===== src/rtl/smram_pkg.sv =====
package smram_pkg;

    localparam int unsigned DATA_W = 8;
    localparam int unsigned MB_W   = 16;
    localparam int unsigned MB_SHIFT = 20;

    typedef enum logic [1:0] {
        SZ_1M  = 2'd0,
        SZ_2M  = 2'd1,
        SZ_8M  = 2'd2,
        SZ_EXT = 2'd3
    } size_code_e;

    typedef enum logic {
        SEL_CTL = 1'b0,
        SEL_WIN = 1'b1
    } reg_sel_e;

    typedef struct packed {
        logic       open;
        logic       closed;
        logic       gen;
        logic       lock;
        logic       win_en;
        size_code_e size;
    } guard_state_t;

    function automatic logic [MB_W-1:0] window_mb(input size_code_e code,
                                                  input logic [MB_W-1:0] ext_mb);
        logic [MB_W-1:0] mb;
        case (code)
            SZ_1M:   mb = MB_W'(1);
            SZ_2M:   mb = MB_W'(2);
            SZ_8M:   mb = MB_W'(8);
            default: mb = ext_mb;
        endcase
        return mb;
    endfunction

endpackage


===== src/rtl/smram_guard_regs.sv =====
module smram_guard_regs
    import smram_pkg::*;
(
    input  logic              clk,
    input  logic              rst,
    input  logic              reg_we,
    input  logic              reg_sel,
    input  logic [DATA_W-1:0] reg_wdata,
    output logic [DATA_W-1:0] reg_rdata,
    output logic              open_o,
    output logic              lock_o,
    output logic              gen_o,
    output logic              win_en_o,
    output size_code_e        size_o
);

    localparam int unsigned B_OPEN   = 0;
    localparam int unsigned B_CLOSED = 1;
    localparam int unsigned B_GEN    = 2;
    localparam int unsigned B_LOCK   = 3;
    localparam int unsigned B_WEN    = 0;
    localparam int unsigned B_SZ_LO  = 1;

    guard_state_t state_d, state_q;
    logic         wdata_unused;

    assign wdata_unused = ^reg_wdata[DATA_W-1:4];

    always_comb begin
        state_d = state_q;
        if (rst) begin
            state_d = '0;
        end else if (reg_we) begin
            if (reg_sel == SEL_CTL) begin
                state_d.closed = reg_wdata[B_CLOSED];
                if (!state_q.lock) begin
                    state_d.lock = reg_wdata[B_LOCK];
                    state_d.gen  = reg_wdata[B_GEN];
                    state_d.open = reg_wdata[B_OPEN] & ~reg_wdata[B_LOCK];
                end
            end else if (!state_q.lock) begin
                state_d.win_en = reg_wdata[B_WEN];
                state_d.size   = size_code_e'(reg_wdata[B_SZ_LO +: 2]);
            end
        end
    end

    always_ff @(posedge clk) begin
        state_q <= state_d;
    end

    always_comb begin
        reg_rdata = '0;
        if (reg_sel == SEL_CTL) begin
            reg_rdata[B_OPEN]   = state_q.open;
            reg_rdata[B_CLOSED] = state_q.closed;
            reg_rdata[B_GEN]    = state_q.gen;
            reg_rdata[B_LOCK]   = state_q.lock;
        end else begin
            reg_rdata[B_WEN]          = state_q.win_en;
            reg_rdata[B_SZ_LO +: 2]   = state_q.size;
        end
    end

    assign open_o   = state_q.open;
    assign lock_o   = state_q.lock;
    assign gen_o    = state_q.gen;
    assign win_en_o = state_q.win_en;
    assign size_o   = state_q.size;

endmodule


===== src/rtl/smram_guard_window.sv =====
module smram_guard_window
    import smram_pkg::*;
#(
    parameter int unsigned RAM_MB = 128,
    parameter int unsigned EXT_MB = 16,
    parameter int unsigned ADDR_W = 28
) (
    input  size_code_e        size,
    input  logic [ADDR_W-1:0] addr,
    output logic              in_window
);

    localparam logic [ADDR_W-1:0] RAM_TOP = ADDR_W'(RAM_MB) << MB_SHIFT;
    localparam logic [MB_W-1:0]   EXT_SZ  = MB_W'(EXT_MB);

    logic [MB_W-1:0]   span_mb;
    logic [ADDR_W-1:0] span_bytes;
    logic [ADDR_W-1:0] base;

    always_comb begin
        span_mb    = window_mb(size, EXT_SZ);
        span_bytes = ADDR_W'(span_mb) << MB_SHIFT;
        base       = RAM_TOP - span_bytes;
        in_window  = (addr >= base) && (addr < RAM_TOP);
    end

endmodule


===== src/rtl/smram_guard_gate.sv =====
module smram_guard_gate
    import smram_pkg::*;
(
    input  logic              mem_valid,
    input  logic              mem_write,
    input  logic              mem_smm,
    input  logic              in_window,
    input  logic              win_en,
    input  logic              gen,
    input  logic              open,
    input  logic              lock,
    input  logic [DATA_W-1:0] dram_rdata,
    output logic [DATA_W-1:0] mem_rdata,
    output logic              dram_we,
    output logic              mem_blocked
);

    logic guarded;
    logic visible;

    always_comb begin
        guarded     = win_en & gen;
        visible     = mem_smm | (open & ~lock);
        mem_blocked = mem_valid & in_window & guarded & ~visible;
        mem_rdata   = mem_blocked ? {DATA_W{1'b1}} : dram_rdata;
        dram_we     = mem_valid & mem_write & ~mem_blocked;
    end

endmodule


===== src/rtl/smram_guard.sv =====
module smram_guard
    import smram_pkg::*;
#(
    parameter int unsigned RAM_MB = 128,
    parameter int unsigned EXT_MB = 16,
    parameter int unsigned ADDR_W = 28
) (
    input  logic              clk,
    input  logic              rst,
    input  logic              reg_we,
    input  logic              reg_sel,
    input  logic [7:0]        reg_wdata,
    output logic [7:0]        reg_rdata,
    input  logic              mem_valid,
    input  logic              mem_write,
    input  logic              mem_smm,
    input  logic [ADDR_W-1:0] mem_addr,
    input  logic [7:0]        dram_rdata,
    output logic [7:0]        mem_rdata,
    output logic              dram_we,
    output logic              mem_blocked
);

    logic       st_open;
    logic       st_lock;
    logic       st_gen;
    logic       st_win_en;
    size_code_e st_size;
    logic       hit;

    smram_guard_regs u_regs (
        .clk       (clk),
        .rst       (rst),
        .reg_we    (reg_we),
        .reg_sel   (reg_sel),
        .reg_wdata (reg_wdata),
        .reg_rdata (reg_rdata),
        .open_o    (st_open),
        .lock_o    (st_lock),
        .gen_o     (st_gen),
        .win_en_o  (st_win_en),
        .size_o    (st_size)
    );

    smram_guard_window #(
        .RAM_MB (RAM_MB),
        .EXT_MB (EXT_MB),
        .ADDR_W (ADDR_W)
    ) u_window (
        .size      (st_size),
        .addr      (mem_addr),
        .in_window (hit)
    );

    smram_guard_gate u_gate (
        .mem_valid   (mem_valid),
        .mem_write   (mem_write),
        .mem_smm     (mem_smm),
        .in_window   (hit),
        .win_en      (st_win_en),
        .gen         (st_gen),
        .open        (st_open),
        .lock        (st_lock),
        .dram_rdata  (dram_rdata),
        .mem_rdata   (mem_rdata),
        .dram_we     (dram_we),
        .mem_blocked (mem_blocked)
    );

endmodule


===== config.mk =====
export PLATFORM = sky130hd
export DESIGN_NAME = smram_guard
export DESIGN_NICKNAME = d
export VERILOG_FILES = /design/src/rtl/smram_pkg.sv /design/src/rtl/smram_guard_regs.sv /design/src/rtl/smram_guard_window.sv /design/src/rtl/smram_guard_gate.sv /design/src/rtl/smram_guard.sv
export SDC_FILE = /design/constraint.sdc
export NUM_CORES = 1
export LEC_CHECK = 0
export BUFFER_PORTS_ARGS = -buffer_cell sky130_fd_sc_hd__buf_2
export CORE_AREA = 2 2 40 69
export DETAILED_ROUTE_END_ITERATION = 10
export DIE_AREA = 0 0 42 71
export PLACE_DENSITY_LB_ADDON = 0.3
export SLEW_MARGIN = 15
export SYNTH_ARGS = -nofsm -noshare
export SYNTH_HDL_FRONTEND = slang
export SYNTH_HIERARCHICAL = 1
export SYNTH_SLANG_ARGS = --single-unit

===== constraint.sdc =====
create_clock -name clk -period 2 [get_ports clk]
set_input_delay 0.2 -clock clk [delete_from_list [all_inputs] [get_ports clk]]
set_output_delay 0.2 -clock clk [all_outputs]
set_load 0.01 [all_outputs]

==> reports/qor.yml, run 1 <==
worst_setup_path:
  critPathCaptureType: "primary output"
  crit_chain: "nor2_1, ha_1, nor4b_2, and4_1, nand4_1, o211ai_2, nand4b_4, o311a_1, buf_2"
  critical_path_class: "register to primary output"
  crit_path_max_fanout: 5
  worstSetupStartpoint: "u_regs/size_o[1]"
  slowest_stage: "dfxtp_2"
  rr_startpoint: "u_regs/lock_o"
  start_kind: "register"
  cp_data_required_time_ns: 1.80
  critical_path_arrival_ns: 2.10
  slowest_delay_ns: 0.33
clocking:
  root_buffer: "clkbuf_8"
  clk_pin_slew_worst_paths_ns: 0.04
  cts_buffers: 3
  clk_latency_ns: 0.23
  clock_path_buffers: 2
  htreeDepth: 1
  cts_sinks: 7
  cts_tree: "yes"
  cts_hold_buf: 0
job:
  drv_cap: 0
yosys:
  async_flop_share_pct: 0
  yosysMostFrequentCell: "inv_1"
  netlist_area_um2: 761
  yosysSeqAreaShare_pct: 18.4
  synth_area_leaders: "dfxtp_1, ha_1, o31ai_1"
  syn_inst: 87
  ys_warn_count: 6
  synth_seq_cells: 7
  syn_area_per_cell_um2: 8.74
  synth_edf_count: 0
  synth_commonest_cells: "inv_1, nor2_1, o31ai_1"
  yosysTopAreaCellShare_pct: 18.4
  ys_types: 31
  synth_ff_type: "dfxtp_1"
  yosysTopAreaCell: "dfxtp_1"
routing:
  drt_wl_total_um: 2050
  ant_nets: 0
  routed_via_density: 4.84
  drtPass1Iterations: 4
  drtIter0Drc: 8
  drc_errors: 0
  num_vias: 851
  wire_per_inst_um: 11.6
timing:
  clock_skew_ns: 0.00262
  period_needed_ns: 2.30
  hold_violations: 0
  finalSetupViolations: 10
  slew_viol_final: 0
  fin_crit_sh_pct: 115
  worst-slew-pin-transition_ns: 0.697
  rsz0062_at_grt: "true"
  slew_headroom_pct: 53.4
  fmax_mhz: 434
  fin_ws_ns: -0.303
power_and_ir_drop:
  p_leak_nw: 0.640
  ir_worst_vdd_mv: 0.430
  power_density_nw_per_um2: 441
floorplan:
  fp.dieW_um: 42
  dieArea_um2: 2980
  die_h_um: 71
  io_pins: 69
  initial_core_util_pct: 31.3
  rows: 24
  core_um2: 2430
global_route:
  antenna_found_initial: 0
  gr-total-overflow: 0
  grt_first_pass_wirelength_um: 3580
  track_usage_pct: 15.2
  grt_max_degree: 11
  grt_pass1_vias: 897
status:
  violations: "negative setup slack"
  outcome: "finished with violations"
min_path:
  min_from: "reg_wdata[1]"
  hp-class: "input port to register"
final_layout:
  fin_util_pct: 47.1
  drive_above_1_share_pct: 54.7
  fin_cells: 176
  area_growth_pct: 50.5
  design_area_um2: 1140
  nets: 208
  n_antenna_cell: 0
place:
  dp_hpwl_um: 1690
  portBuffers: 60
  globalplace.congestion: 0.711
  place_area_um2: 1060
  dp_cells: 171
## per-layer routing
metal | part of all wire [%] | GRT usage (%) | wire (µm)
met1 | 31 | 13.1 | 645
met4 | 1.9 | 8.96 | 38
met5 | 0 | 0 | 0
met3 | 5.6 | 2.30 | 115
met2 | 61 | 30.7 | 1250
## path summary, 6_finish.rpt
kind | endpoint | slack [ns] | depth (start not counted)
setup / recovery | dram_we | -0.30 | 9
hold / removal | u_regs/state_q[5] | 0.22 | 3
setup reg to reg | u_regs/size_o[1] | 0.94 | 3
hold reg to reg | u_regs/open_o | 0.50 | 2
## kinds of logic (layout without fill, tap and decap cells)
group | count (synthesis) | after routing | synth area share, %
AO/OA/AOI/OAI | 17 | 17 | 15.6
adder cells (fa/ha/maj) | 6 | 6 | 9.87
buffers and inverters | 19 | 78 | 13.8
flip-flops | 7 | 7 | 18.4
multiplexers | 8 | 8 | 11.0
other | 3 | 6 | 1.48
AND/OR/NAND/NOR | 27 | 28 | 29.8
## metrics by stage
stage               TNS, ns  hold slack [ns]  power, mW  setup WS, ns
finish                -2.29            0.220      0.505        -0.303
global route          -3.91            0.257      0.536        -0.446
CTS                   -2.82            0.214      0.510        -0.318
detailed placement   -0.560            0.456      0.301        -0.115
global placement     -0.311            0.449      0.296       -0.0961
floorplan                 0            0.269      0.232       0.00834
## cell type report
type | count | area (µm²)
Inverter | 11 | 41.3
Timing Repair Buffer | 63 | 323
Fill cell | 247 | 1290
Multi-Input combinational cell | 65 | 561
Clock buffer | 4 | 45.0
Tap cell | 26 | 32.5
Sequential cell | 7 | 143
## cells in the final DEF (no fill, tap or decap), drive strengths merged
cell type	instances
buf	63
inv	11
nor2	8
o31ai	8
dfxtp	7
conb	6
ha	6
mux2i	5
clkbuf	4
nor4	4
mux2	3
a21oi	3
o21ai	3
nand4b	2
nor2b	2
nand2b	2
nand3b	2
and4b	2
nor3	1
o311a	1
nor3b	1
a31oi	1
and2	1
nor4b	1
and4	1
nand4	1
o211ai	1
## critical path, delay by kind of cell (launching register included)
kind | cells | cell delay (ns)
DFF | 1 | 0.33
buffers and inverters | 1 | 0.14
and+or+nand+nor | 5 | 0.68
adders and majority gates | 1 | 0.25
AOI/OAI and AO/OA | 2 | 0.48
## power breakdown
group          switching [mW]  internal [mW]
Clock                  0.0634          0.138
Combinational          0.0711         0.0781
Sequential            0.00707          0.147
Total                   0.142          0.364
## timing repair
item | in CTS | in global routing
setup buffers | 0 | 0
endpoints found under the setup margin | 10 | 10
gates cloned | 1 | 0
pin swaps | 3 | 0
gates resized for setup | 2 | 3
## flip-flops by register name (all words and copies together), names as in the netlist
signal,cells
u_regs/gen_o,1
u_regs/state_q,1
u_regs/size_o,2
u_regs/open_o,1
u_regs/win_en_o,1
u_regs/lock_o,1
(Power assumes the default switching activity.)
==> run 2, diff against run 1 <==
- CORE_AREA: 2 2 40 69 -> 2 2 47 49
- DIE_AREA: 0 0 42 71 -> 0 0 49 51
- clock period: 2 -> 2.7 ns (I/O delays scaled with it)
==> run 2 against run 1 <==
The flow now finishes without violations. Core utilization rose by 4.8 points. First-iteration DRC count down 38%. Worst setup slack gained 0.51 ns. Sequential power fell by 26%. Largest cell class unchanged.
==> reports/qor.yml, run 2 (synthesis gave the netlist of run 1 again) <==
routing:
  drtIter0Drc: 5  # -3
  num_vias: 789  # -7.3%
  drc_errors: 0  # unchanged
  wire_per_inst_um: 9.40  # -19%
  routed_via_density: 4.53  # -6.2%
  drtPass1Iterations: 4  # unchanged
  drt_wl_total_um: 1640  # -20%
  ant_nets: 0  # unchanged
worst_setup_path:
  critical_path_arrival_ns: 2.23  # +0.13 ns
  critPathCaptureType: "primary output"
  slowest_stage: "dfxtp_1"
  start_kind: "register"
  cp_data_required_time_ns: 2.43  # +0.63 ns
  worstSetupStartpoint: "u_regs/size_o[1]"
  rr_startpoint: "u_regs/lock_o"
  crit_path_max_fanout: 10  # +5
  r2r_end: "u_regs/size_o[1]"
  cp-endpoint: "dram_we"
  r2r_cells: 3  # unchanged
  slowest_delay_ns: 0.41  # +0.08 ns
  crit_chain: "nor2_1, ha_1, nor4b_2, and4_1, nand4_1, o211ai_2, nand4b_4, o311a_1, buf_2"
  ff2ff_setup_slack_ns: 1.62  # +0.68 ns
  critical_path_class: "register to primary output"
global_route:
  gr-total-overflow: 0  # unchanged
  grt_max_degree: 11  # unchanged
  grt_first_pass_wirelength_um: 2790  # -22%
  track_usage_pct: 14.1  # -1.1 points
  grt_pass1_vias: 709  # -21%
  antenna_found_initial: 0  # unchanged
clocking:
  cts_sinks: 7  # unchanged
  cts_buffers: 3  # unchanged
  clk_latency_ns: 0.25  # +0.02 ns
  cts_hold_buf: 0  # unchanged
  post_cts_buffers: 0  # unchanged
  cts_tree: "yes"
  root_buffer: "clkbuf_4"
  clock_path_buffers: 2  # unchanged
  htreeDepth: 1  # unchanged
  cts_resized: 0  # -2
  clk_pin_slew_worst_paths_ns: 0.05  # about the same
timing:
  hold_violations: 0  # unchanged
  rsz0062_at_grt: "false"
  fin_crit_sh_pct: 92.5
  worst-slew-pin-transition_ns: 0.630  # -0.0677 ns
  slew_viol_final: 0  # unchanged
  slew_headroom_pct: 57.9  # +4.5 points
  clock_skew_ns: 0.000107  # -0.00251 ns
  fin_setup_tns_ns: 0  # +2.29 ns
  period_needed_ns: 2.50
  fin_ws_ns: 0.204  # +0.507 ns
  fmax_mhz: 401
  finalSetupViolations: 0  # -10
power_and_ir_drop:
  p_leak_nw: 0.594  # -7.1%
  power_density_nw_per_um2: 292  # -34%
  ir_worst_vdd_mv: 0.220  # -49%
  fin_total_pwr_mw: 0.312  # -38%
place:
  dp_hpwl_um: 1430  # -16%
  pre_cts_ws_ns: 0.451  # +0.566 ns
  globalplace.congestion: 0.721  # +1.4%
  portBuffers: 60  # unchanged
final_layout:
  area_growth_pct: 40.6
  largest_reg_flops: 2  # unchanged
  mostFrequentLayoutCell: "buf_2"
  nets: 204  # -1.9%
  mostFrequentLayoutCells: "buf_2, inv_1, o31ai_1, nor2_1, dfxtp_1"
  n_antenna_cell: 0  # unchanged
  drive_above_1_share_pct: 50.7  # -4.0 points
min_path:
  hp-class: "input port to register"
floorplan:
  dieArea_um2: 2500  # -16%
  fp.dieW_um: 49  # +17%
  initial_core_util_pct: 36.9  # +5.6 points
  io_pins: 69  # unchanged
  rows: 17  # -29%
  die_h_um: 51  # -28%
  core_um2: 2060  # -15%
job:
  drv_cap: 0  # unchanged
status:
  outcome: "complete, no violations"
[run 2: cell types whose count changed in the layout (fill, tap and decap cells not counted), sizes merged]
cell	change
nand4b	-1
buf	-3
[run 2: worst max-delay path, delay by kind of cell (launching register included)]
| family | cells | cell delay (ns) |
|---|---|---|
| adder cells (fa/ha/maj) | 1 | 0.26 |
| AND/OR/NAND/NOR | 5 | 0.72 |
| AO/OA/AOI/OAI | 2 | 0.43 |
| flip-flops | 1 | 0.41 |
| buffers and inverters | 1 | 0.14 |
[run 2: power by group]
| group | internal (mW) | leakage, nW | switching, mW |
|---|---|---|---|
| logic | 0.0539 | 0.522 | 0.0476 |
| registers | 0.108 | 0.0572 | 0.00529 |
| clock network | 0.0565 | 0.0150 | 0.0406 |
[run 2: final cells by class]
class | count | area [µm²]
Clock buffer | 4 | 26.3
Fill cell | 205 | 993
Inverter | 11 | 41.3
Multi-Input combinational cell | 64 | 527
Sequential cell | 7 | 140
Tap cell | 28 | 35.0
Timing Repair Buffer | 60 | 300
[run 2: worst min path at each step]
stage | start | endpoint | slack [ns] | depth (start not counted)
after floorplan | rst | u_regs/open_o | 0.34 | 1
after global placement | u_regs/open_o | u_regs/open_o | 0.47 | 2
after detailed placement | u_regs/open_o | u_regs/open_o | 0.48 | 2
after CTS | reg_wdata[1] | u_regs/size_o[0] | 0.26 | 3
after global routing | reg_wdata[0] | u_regs/win_en_o | 0.27 | 3
final | reg_wdata[1] | u_regs/size_o[0] | 0.26 | 3
[run 2: stage by stage]
step                      hold WS [ns]  cells  area, µm²  utilization [%]
final                            0.264    174       1070             51.8
after global routing             0.269    174       1070             51.8
after CTS                        0.255    174       1070             51.8
after detailed placement         0.477    170       1040             50.6
after global placement           0.469    170       1040             50.6
after floorplan                  0.339     90        772                -
[run 2: metal layers]
| layer | part of all wire, % | GRT usage, % |
|---|---|---|
| met1 | 42 | 15.7 |
| met2 | 48 | 24.9 |
| met3 | 8.9 | 2.92 |
| met4 | 0.49 | 8.57 |
| met5 | 0 | 0 |
